`src/rtl/clkstb_pkg.sv`:
```
package clkstb_pkg;

  localparam int AHB_CODE_W = 4;
  localparam int APB_CODE_W = 3;
  localparam int AHB_SH_W   = 4;   // shift up to 9
  localparam int APB_SH_W   = 3;   // shift up to 4
  localparam int AHB_CNT_W  = 9;   // counts up to 511
  localparam int APB_CNT_W  = 4;   // counts up to 15
  localparam int SRC_W      = 3;

  // strobe source selectors for a peripheral
  localparam logic [SRC_W-1:0] SRC_AHB  = 3'd0;
  localparam logic [SRC_W-1:0] SRC_APB0 = 3'd1;
  localparam logic [SRC_W-1:0] SRC_APB1 = 3'd2;
  localparam logic [SRC_W-1:0] SRC_TMR0 = 3'd3;
  localparam logic [SRC_W-1:0] SRC_TMR1 = 3'd4;

  // main-bus code -> log2 of divisor (8..11 -> 1..4, 12..15 -> 6..9)
  function automatic logic [AHB_SH_W-1:0] ahb_shift(input logic [AHB_CODE_W-1:0] code);
    logic [AHB_SH_W-1:0] sh;
    if (!code[3]) sh = '0;
    else          sh = {1'b0, code[2:0]} + (code[2] ? 4'd2 : 4'd1);
    return sh;
  endfunction

  // peripheral-bus code -> log2 of divisor (4..7 -> 1..4)
  function automatic logic [APB_SH_W-1:0] apb_shift(input logic [APB_CODE_W-1:0] code);
    logic [APB_SH_W-1:0] sh;
    if (!code[2]) sh = '0;
    else          sh = {1'b0, code[1:0]} + 3'd1;
    return sh;
  endfunction

endpackage

```
`src/rtl/clkstb_div.sv`:
```
// Power-of-two strobe divider advancing on tick_i; period change applied at terminal count.
module clkstb_div #(
  parameter int CW = 9,
  parameter int SW = 4
) (
  input  logic          clk_i,
  input  logic          rst_ni,
  input  logic          tick_i,
  input  logic [SW-1:0] sh_req_i,
  output logic          stb_o,
  output logic          mid_o
);
  localparam int SPW = CW + 1;

  logic [CW-1:0]  cnt_q, cnt_d;
  logic [SW-1:0]  sh_q, sh_d;
  logic [SPW-1:0] span;
  logic [CW-1:0]  last, half;
  logic           term;

  always_comb begin
    span  = SPW'(1) << sh_q;
    last  = span[CW-1:0] - CW'(1);
    half  = last >> 1;
    term  = (cnt_q == last);
    stb_o = tick_i & term;
    mid_o = tick_i & ((cnt_q & half) == half);
    cnt_d = cnt_q + CW'(1);
    sh_d  = sh_q;
    if (term) begin
      cnt_d = '0;
      sh_d  = sh_req_i;
    end
  end

  always_ff @(posedge clk_i or negedge rst_ni) begin
    if (!rst_ni) begin
      cnt_q <= '0;
      sh_q  <= '0;
    end else if (tick_i) begin
      cnt_q <= cnt_d;
      sh_q  <= sh_d;
    end
  end

endmodule

```
`src/rtl/clkstb_regs.sv`:
```
// Divider code and enable registers plus per-peripheral access gating.
module clkstb_regs
  import clkstb_pkg::*;
#(
  parameter int NP = 4,
  parameter int DW = 16,
  parameter int AW = 4
) (
  input  logic                  clk_i,
  input  logic                  rst_ni,
  input  logic                  wr_i,
  input  logic                  rd_i,
  input  logic [AW-1:0]         addr_i,
  input  logic [DW-1:0]         wdata_i,
  output logic [DW-1:0]         rdata_o,
  input  logic [NP*DW-1:0]      per_rdata_i,
  output logic [AHB_CODE_W-1:0] ahb_code_o,
  output logic [APB_CODE_W-1:0] apb0_code_o,
  output logic [APB_CODE_W-1:0] apb1_code_o,
  output logic [NP-1:0]         en_o,
  output logic [NP-1:0]         per_wr_o,
  output logic [NP-1:0]         per_rd_o
);
  localparam logic [AW-1:0] A_CFG = AW'(0);
  localparam logic [AW-1:0] A_EN  = AW'(1);
  localparam int            PBASE = 2;

  logic [AHB_CODE_W-1:0] ahb_q, ahb_d;
  logic [APB_CODE_W-1:0] apb0_q, apb0_d, apb1_q, apb1_d;
  logic [NP-1:0]         en_q, en_d;
  logic                  cfg_we, en_we;
  logic [NP-1:0]         sel;

  for (genvar i = 0; i < NP; i++) begin : g_sel
    assign sel[i]      = (addr_i == AW'(PBASE + i));
    assign per_wr_o[i] = wr_i & sel[i] & en_q[i];
    assign per_rd_o[i] = rd_i & sel[i] & en_q[i];
  end

  always_comb begin
    cfg_we = wr_i & (addr_i == A_CFG);
    en_we  = wr_i & (addr_i == A_EN);
    ahb_d  = wdata_i[3:0];
    apb0_d = wdata_i[6:4];
    apb1_d = wdata_i[10:8];
    en_d   = wdata_i[NP-1:0];
  end

  always_ff @(posedge clk_i or negedge rst_ni) begin
    if (!rst_ni) begin
      ahb_q  <= '0;
      apb0_q <= '0;
      apb1_q <= '0;
    end else if (cfg_we) begin
      ahb_q  <= ahb_d;
      apb0_q <= apb0_d;
      apb1_q <= apb1_d;
    end
  end

  always_ff @(posedge clk_i or negedge rst_ni) begin
    if (!rst_ni)    en_q <= '0;
    else if (en_we) en_q <= en_d;
  end

  always_comb begin
    rdata_o = '0;
    if (rd_i) begin
      if (addr_i == A_CFG)     rdata_o = DW'({apb1_q, 1'b0, apb0_q, ahb_q});
      else if (addr_i == A_EN) rdata_o = DW'(en_q);
      else begin
        for (int i = 0; i < NP; i++) begin
          if (sel[i] && en_q[i]) rdata_o = per_rdata_i[i*DW +: DW];
        end
      end
    end
  end

  assign ahb_code_o  = ahb_q;
  assign apb0_code_o = apb0_q;
  assign apb1_code_o = apb1_q;
  assign en_o        = en_q;

endmodule

```
`src/rtl/clkstb_gen.sv`:
```
module clkstb_gen
  import clkstb_pkg::*;
#(
  parameter int                NP      = 4,
  parameter int                DW      = 16,
  parameter int                AW      = 4,
  parameter logic [NP*3-1:0]   PER_SRC = {3'd2, 3'd4, 3'd1, 3'd0}
) (
  input  logic             clk_i,
  input  logic             rst_ni,
  input  logic             bus_wr_i,
  input  logic             bus_rd_i,
  input  logic [AW-1:0]    bus_addr_i,
  input  logic [DW-1:0]    bus_wdata_i,
  output logic [DW-1:0]    bus_rdata_o,
  output logic             ahb_stb_o,
  output logic [1:0]       apb_stb_o,
  output logic [1:0]       tmr_stb_o,
  output logic [NP-1:0]    per_stb_o,
  output logic [NP-1:0]    per_wr_o,
  output logic [NP-1:0]    per_rd_o,
  output logic [DW-1:0]    per_wdata_o,
  input  logic [NP*DW-1:0] per_rdata_i
);
  localparam int NDOM = 2;

  logic [AHB_CODE_W-1:0] ahb_code;
  logic [APB_CODE_W-1:0] apb_code [NDOM];
  logic [NP-1:0]         en_w;
  logic                  ahb_stb, ahb_mid_unused;
  logic [NDOM-1:0]       apb_stb, tmr_stb;

  clkstb_regs #(.NP(NP), .DW(DW), .AW(AW)) u_regs (
    .clk_i       (clk_i),
    .rst_ni      (rst_ni),
    .wr_i        (bus_wr_i),
    .rd_i        (bus_rd_i),
    .addr_i      (bus_addr_i),
    .wdata_i     (bus_wdata_i),
    .rdata_o     (bus_rdata_o),
    .per_rdata_i (per_rdata_i),
    .ahb_code_o  (ahb_code),
    .apb0_code_o (apb_code[0]),
    .apb1_code_o (apb_code[1]),
    .en_o        (en_w),
    .per_wr_o    (per_wr_o),
    .per_rd_o    (per_rd_o)
  );

  clkstb_div #(.CW(AHB_CNT_W), .SW(AHB_SH_W)) u_ahb_div (
    .clk_i    (clk_i),
    .rst_ni   (rst_ni),
    .tick_i   (1'b1),
    .sh_req_i (ahb_shift(ahb_code)),
    .stb_o    (ahb_stb),
    .mid_o    (ahb_mid_unused)
  );

  for (genvar k = 0; k < NDOM; k++) begin : g_apb
    clkstb_div #(.CW(APB_CNT_W), .SW(APB_SH_W)) u_apb_div (
      .clk_i    (clk_i),
      .rst_ni   (rst_ni),
      .tick_i   (ahb_stb),
      .sh_req_i (apb_shift(apb_code[k])),
      .stb_o    (apb_stb[k]),
      .mid_o    (tmr_stb[k])
    );
  end

  for (genvar i = 0; i < NP; i++) begin : g_per
    localparam logic [SRC_W-1:0] SRC = PER_SRC[i*SRC_W +: SRC_W];
    logic raw;
    if (SRC == SRC_AHB)       begin : g_s assign raw = ahb_stb;    end
    else if (SRC == SRC_APB0) begin : g_s assign raw = apb_stb[0]; end
    else if (SRC == SRC_APB1) begin : g_s assign raw = apb_stb[1]; end
    else if (SRC == SRC_TMR0) begin : g_s assign raw = tmr_stb[0]; end
    else                      begin : g_s assign raw = tmr_stb[1]; end
    assign per_stb_o[i] = raw & en_w[i];
  end

  assign ahb_stb_o   = ahb_stb;
  assign apb_stb_o   = apb_stb;
  assign tmr_stb_o   = tmr_stb;
  assign per_wdata_o = bus_wdata_i;

endmodule

```
`config.mk`:
```
export PLATFORM = sky130hd
export DESIGN_NAME = clkstb_gen
export DESIGN_NICKNAME = d
export VERILOG_FILES = /design/src/rtl/clkstb_pkg.sv /design/src/rtl/clkstb_div.sv /design/src/rtl/clkstb_regs.sv /design/src/rtl/clkstb_gen.sv
export SDC_FILE = /design/constraint.sdc
export NUM_CORES = 1
export LEC_CHECK = 0
export BUFFER_PORTS_ARGS = -buffer_cell sky130_fd_sc_hd__buf_2
export CAP_MARGIN = 0
export CORE_MARGIN = 8
export CORE_UTILIZATION = 53
export DETAILED_ROUTE_END_ITERATION = 8
export PLACE_DENSITY = 0.94
export SLEW_MARGIN = 40
export SYNTH_ARGS = -nofsm -noshare
export SYNTH_HDL_FRONTEND = slang
export SYNTH_HIERARCHICAL = 1
export SYNTH_SLANG_ARGS = --single-unit
```
`constraint.sdc`:
```
create_clock -name clk_i -period 6 [get_ports clk_i]
set_clock_uncertainty 0.05 [all_clocks]
set_input_delay 1.2 -clock clk_i [delete_from_list [all_inputs] [get_ports clk_i]]
set_output_delay 1.2 -clock clk_i [all_outputs]
set_load 0.02 [all_outputs]
```
; ---- Word level (Yosys, flattened, before mapping)
; Index checks and enable logic that the tools add are counted.
; Widths: inputs -> output; s select.
[word_totals]
regBits = 41
latchBits = 0
ramBits = 0
romBits = 0
in_bits = 88
out_inout_bits = 49
memories = 0
[op_classes]
add_sub_neg = 9
n_mul = 0
div = 0
order_cmp = 0
n_eq_ne = 10
n_shift = 3
n_mux = 14
bitwise_logic = 28
reduce_logical = 7
[op_table]
columns = operator, n
row1 = $mux 16, 7
row2 = $and 1x1->1, 26
row3 = $mux 4, 3
row4 = $add 9x1->9 const B, 1
row5 = $eq 9x9->1, 1
row6 = $mux 9, 1
row7 = $shl 1x4->9 const A, 1
row8 = $sub 9x1->9 const B, 1
row9 = $add 4x1->4 const B, 2
row10 = $and 4x3->4, 2
row11 = $eq 4x2->1 const B, 2
row12 = $eq 4x3->1, 2
row13 = $eq 4x3->1 const B, 2
row14 = $eq 4x4->1, 2
row15 = $shl 1x3->4 const A, 2
row16 = $sub 4x1->4 const B, 2
row17 = $add 2x1->3 const B, 2
row18 = $mux 3, 2
row19 = $add 3x2->4, 1
row20 = $eq 4x1->1 const B, 1
row21 = $logic_and 1x1->1, 4
row22 = $logic_not 4->1, 1
row23 = $reduce_and 2->1, 2
row24 = $mux 2, 1

; ---- Logic depth before layout (Yosys ltp)
[depth]
depth_word = 9
ltp_mapped = 16
mapped_depth_nobuf = 11

; ---- Cells and area by module
; The synthesis kept the hierarchy.
[by_module_without_submodules]
columns = mod, instances, cells_each, area_each_um2
row1 = clkstb_regs, 1, 148, 1285.0
row2 = clkstb_div (u_ahb_div), 1, 118, 1051.0
row3 = clkstb_div (g_apb[0].u_apb_div ...), 2, 43, 465.4
row4 = clkstb_gen, 1, 41, 316.6

; ---- Least setup slack after synthesis
; No wires, ideal clock.
[synth_path]
path_kind = register to output
from = register u_ahb_div.sh_q[3]
to = output per_stb_o[1]
arrival_time_ps = 3098
required_ps = 4750
slack_ps = 1652
path_stages_with_launch = 15
cell_sequence = dfrtp_1 -> buf_6 -> buf_2 -> nor2_1 -> nand2_1 -> ha_1 -> and2_1 -> o211ai_1 -> a21oi_1 -> nor4_2 -> and3_4 -> buf_6 -> clkdlybuf4s18_2 -> nor4b_4 -> and2_1
[synth_via]
elab_chain_cells = 5
[synth_rtl]
columns = element, line
row1 = "start, declared", clkstb_div.sv:16  ; logic [SW-1:0] sh_q, sh_d;
row2 = "start signal, assigned", clkstb_div.sv:39  ; sh_q <= '0;
row3 = "start signal, assigned", clkstb_div.sv:42  ; sh_q <= sh_d;
row4 = $shl 1x4->9, clkstb_div.sv:22  ; span = SPW'(1) << sh_q;
row5 = $sub 9x1->9, clkstb_div.sv:23  ; last = span[CW-1:0] - CW'(1);
row6 = $eq 9x9->1, clkstb_div.sv:25  ; term = (cnt_q == last);
row7 = net ahb_stb_o, clkstb_gen.sv:16  ; output logic ahb_stb_o,
row8 = $and 1x1->1, clkstb_div.sv:26  ; stb_o = tick_i & term;
row9 = net g_per[1].raw, clkstb_gen.sv:72  ; logic raw;
row10 = $and 1x1->1, clkstb_gen.sv:78  ; assign per_stb_o[i] = raw & en_w[i];
row11 = "end, declared", clkstb_gen.sv:19  ; output logic [NP-1:0] per_stb_o,
; The timed path passes the listed nets, and every way through them passes these cells.

; ---- Worst setup path in the final report
[layout_path]
from = register u_ahb_div.sh_q[1]
to = output per_stb_o[3]
[layout_via]
elab_chain_cells = 5
[layout_rtl]
columns = element, line
row1 = $shl 1x4->9, clkstb_div.sv:22
row2 = $sub 9x1->9, clkstb_div.sv:23
row3 = $eq 9x9->1, clkstb_div.sv:25
row4 = $and 1x1->1, clkstb_div.sv:26
row5 = $and 1x1->1, clkstb_gen.sv:78
; Every way passes these cells.

==> flow_metrics.py <==
metrics = {
    "status": {
        "run_status": "complete, no violations",
    },
    "global_route": {
        "number_of_global_route_vias_before_repair": 3412,
        "wire_length_of_the_first_global_routing_pass_mm": 16.47,
        "grt_antenna_before_repair": 0,
        "grt_overflow": 0,
        "grt_max_degree": 42,
        "grtUsageTotal_pct": 20.19,
    },
    "worst_setup_path": {
        "cpPeakStageDelay_ns": 0.52,
        "worst_r2r_startpoint": "u_ahb_div/sh_q[1]",
        "depth_of_the_worst_register_to_register_path": 10,
        "worst-endpoint-required_ns": 4.75,
        "criticalPathCategory": "flip-flop to output port",
        "worst_path_dominant_cell_family": "simple AND/OR/NAND/NOR gates",
        "worst_setup_path_start_kind": "flip-flop",
        "critPathLaunch": "u_ahb_div/sh_q[1]",
        "timing.critical_path.fanout_max": 32,
        "worst_path_most_repeated_cell": "and2_1",
        "timing.critical_path.buf_inv": 1,
        "worstSetupPathDepth": 11,
        "critical_path_arrival_ns": 3.71,
        "critical_path.endpoint_type": "output port",
        "crit_chain": "nor2_2 > nand2_1 > ha_1 > and2_1 > o211ai_1 > a21oi_1 > nor4_2 > and3_4 > nor4b_4 > and2_1 > buf_2",
        "critPathSlowestCell": "dfrtp_1",
    },
    "sta": {
        "finalMaxSlewViolations": 0,
        "timing.hold.ws_ns": 0.4846,
        "slew_of_the_pin_with_the_lowest_slew_margin_ns": 0.7397,
        "slew_headroom_pct": 50.63,
        "final_critical_path_time_including_i_o_delays_and_setup_ns": 4.960,
        "timing.final.hold_violations": 0,
        "maximum_achievable_frequency_mhz": 201.6,
        "final.period_utilization_pct": 82.67,
        "rsz_0062_raised_after_global_routing": "no",
        "report.final.setup_viol": 0,
        "fin_setup_tns_ns": 0,
    },
    "cells_and_area": {
        "layout-drive-gt1-share_pct": 36.21,
        "multi_input_comb_area_sq_mm": 0.002155,
        "layout.core_utilization_pct": 63.36,
        "seq_area_sq_mm": 0.001026,
        "area_growth_pct": 14.84,
        "antenna_cells": 0,
        "finalInstanceArea_sq_mm": 0.004046,
        "fin_nets": 573,
        "fill_cells": 513,
    },
    "cts": {
        "clkSinkCount": 41,
        "cts_post_setup_buffers_inserted": 0,
        "clk_pin_slew_ns": 0.08,
        "cts_buffer_depth": 2,
        "htree_levels": 2,
        "count_of_instances_resized_after_the_clock_tree_is_built": 0,
        "hold_buf_cts": 0,
        "clk_latency_ns": 0.29,
        "tritoncts": "built",
        "numCtsBuffers": 5,
        "cts_root_buffer": "clkbuf_8",
    },
    "worst_hold_path": {
        "hold_path.class": "flip-flop to flip-flop",
        "hp-start": "g_apb[1].u_apb_div/sh_q[1]",
        "whs_path_cells": 1,
    },
    "synth": {
        "syn-cell-area_sq_mm": 0.003523,
        "synthesis.area_per_instance_sq_um": 9.248,
        "post_synth_inst_count": 381,
        "ys.warnings.count": 6,
    },
    "power": {
        "power_density_mw_per_mm2": 281.7,
        "sw_share_pct": 41.30,
        "leakage_nw": 1.923,
        "fraction_of_power_consumed_by_sequential_logic_pct": 39.9,
        "total_power_mw": 1.140,
        "logic_pwr_share_pct": 45.0,
        "ir_drop_mv": 0.1966,
        "net-switching-power_uw": 470.7,
        "intPower_uw": 669.1,
        "share_clk_of_total_power_pct": 15.1,
    },
    "floorplan": {
        "die_width_um": 97.54,
        "pin_count": 137,
        "floorplan.initialDensity_pct": 55.17,
        "core_area_sq_mm": 0.006386,
        "row_count": 29,
        "die_h_um": 97.54,
        "floorplan.die_area_sq_mm": 0.009513,
    },
    "detailed_routing": {
        "route.detailed.wl_per_inst_um": 18.38,
        "drt_pass1_iterations": 4,
        "routed_wl_mm": 10.15,
        "postRouteAntennaNets": 0,
        "routed_via_density": 6.029,
        "route.detailed.drc": 0,
        "detail_route.iter0.violations": 264,
        "detailroute.via_count": 3328,
    },
    "placed_design": {
        "detailed_place.area_sq_mm": 0.003961,
        "gpl_wtd_cong": 0.8750,
        "detailedPlacementHpwl_mm": 8.048,
        "port_buffers": 124,
    },
    "run": {
        "timing.max_cap.violations": 0,
    },
}
-- layer usage --
| metal | wire (um) | GRT usage, % | vias to the layer above |
|---|---|---|---|
| li1 | - | - | 1552 |
| met1 | 4075 | 23.95 | 1622 |
| met2 | 5283 | 35.49 | 132 |
| met3 | 604 | 3.841 | 22 |
| met4 | 184 | 6.410 | 0 |
| met5 | 0 | 0 | - |
-- state kept, by name, summed over array words and instances (netlist names) --
| register | flops |
|---|---|
| u_ahb_div/cnt_q | 9 |
| u_regs/apb1_code_o | 3 |
| u_regs/apb0_code_o | 3 |
| u_ahb_div/sh_q | 4 |
| u_regs/ahb_code_o | 4 |
| u_regs/en_o | 4 |
| g_apb.u_apb_div/cnt_q | 8 |
| g_apb.u_apb_div/sh_q | 6 |
-- layout make-up --
type                       count  area share (%)
multi-input combinational    285           53.25
clock inverter                 2          0.2474
sequential                    41           25.36
timing repair buffer         124           15.40
tap                           77           2.381
clock buffer                   6           1.793
inverter                      17           1.577
-- cell usage in the layout (no fill, tap or decap), types with 3 or more instances in the layout --
master	instances
buf_2	123
dfrtp_1	41
and2_1	21
nand2_1	21
nor2_1	19
a21oi_1	18
a22oi_1	18
inv_1	17
mux2_2	14
nor3_1	12
o22ai_1	11
ha_1	10
nand3_1	10
xnor2_1	9
xor2_1	7
o21ai_0	7
mux2_1	7
nor2b_1	6
nand3b_1	6
a221oi_1	6
clkbuf_8	5
nor3b_1	5
and3_1	5
o31ai_1	5
nand2b_1	5
conb_1	4
o221ai_1	3
a31oi_1	3
o211ai_1	3
a211oi_1	3
mux2_4	3
-- power by group through the flow --
stage,Sequential [mW],Combinational (mW),Clock [mW]
after floorplan,0.405,0.449,0
after global placement,0.448,0.470,0
after detailed placement,0.455,0.505,0
after CTS,0.452,0.509,0.175
after global routing,0.468,0.568,0.186
final,0.455,0.513,0.172
-- worst paths after layout --
path | endpoint | slack [ns]
max | per_stb_o[3] | 1.04
min | g_apb[1].u_apb_div/sh_q[1] | 0.48
max reg2reg | g_apb[1].u_apb_div/sh_q[2] | 2.40
min reg2reg | g_apb[1].u_apb_div/sh_q[1] | 0.48
max in group asynchronous | u_ahb_div/cnt_q[0] | 4.73
min in group asynchronous | u_regs/apb1_code_o[2] | 0.82
-- through the flow --
step	setup WS, ns	cells
after floorplan	1.713	384
after global placement	1.566	544
after detailed placement	1.412	544
after CTS	1.079	552
after global routing	0.8080	552
final	1.040	552
(Power assumes the default switching activity.)
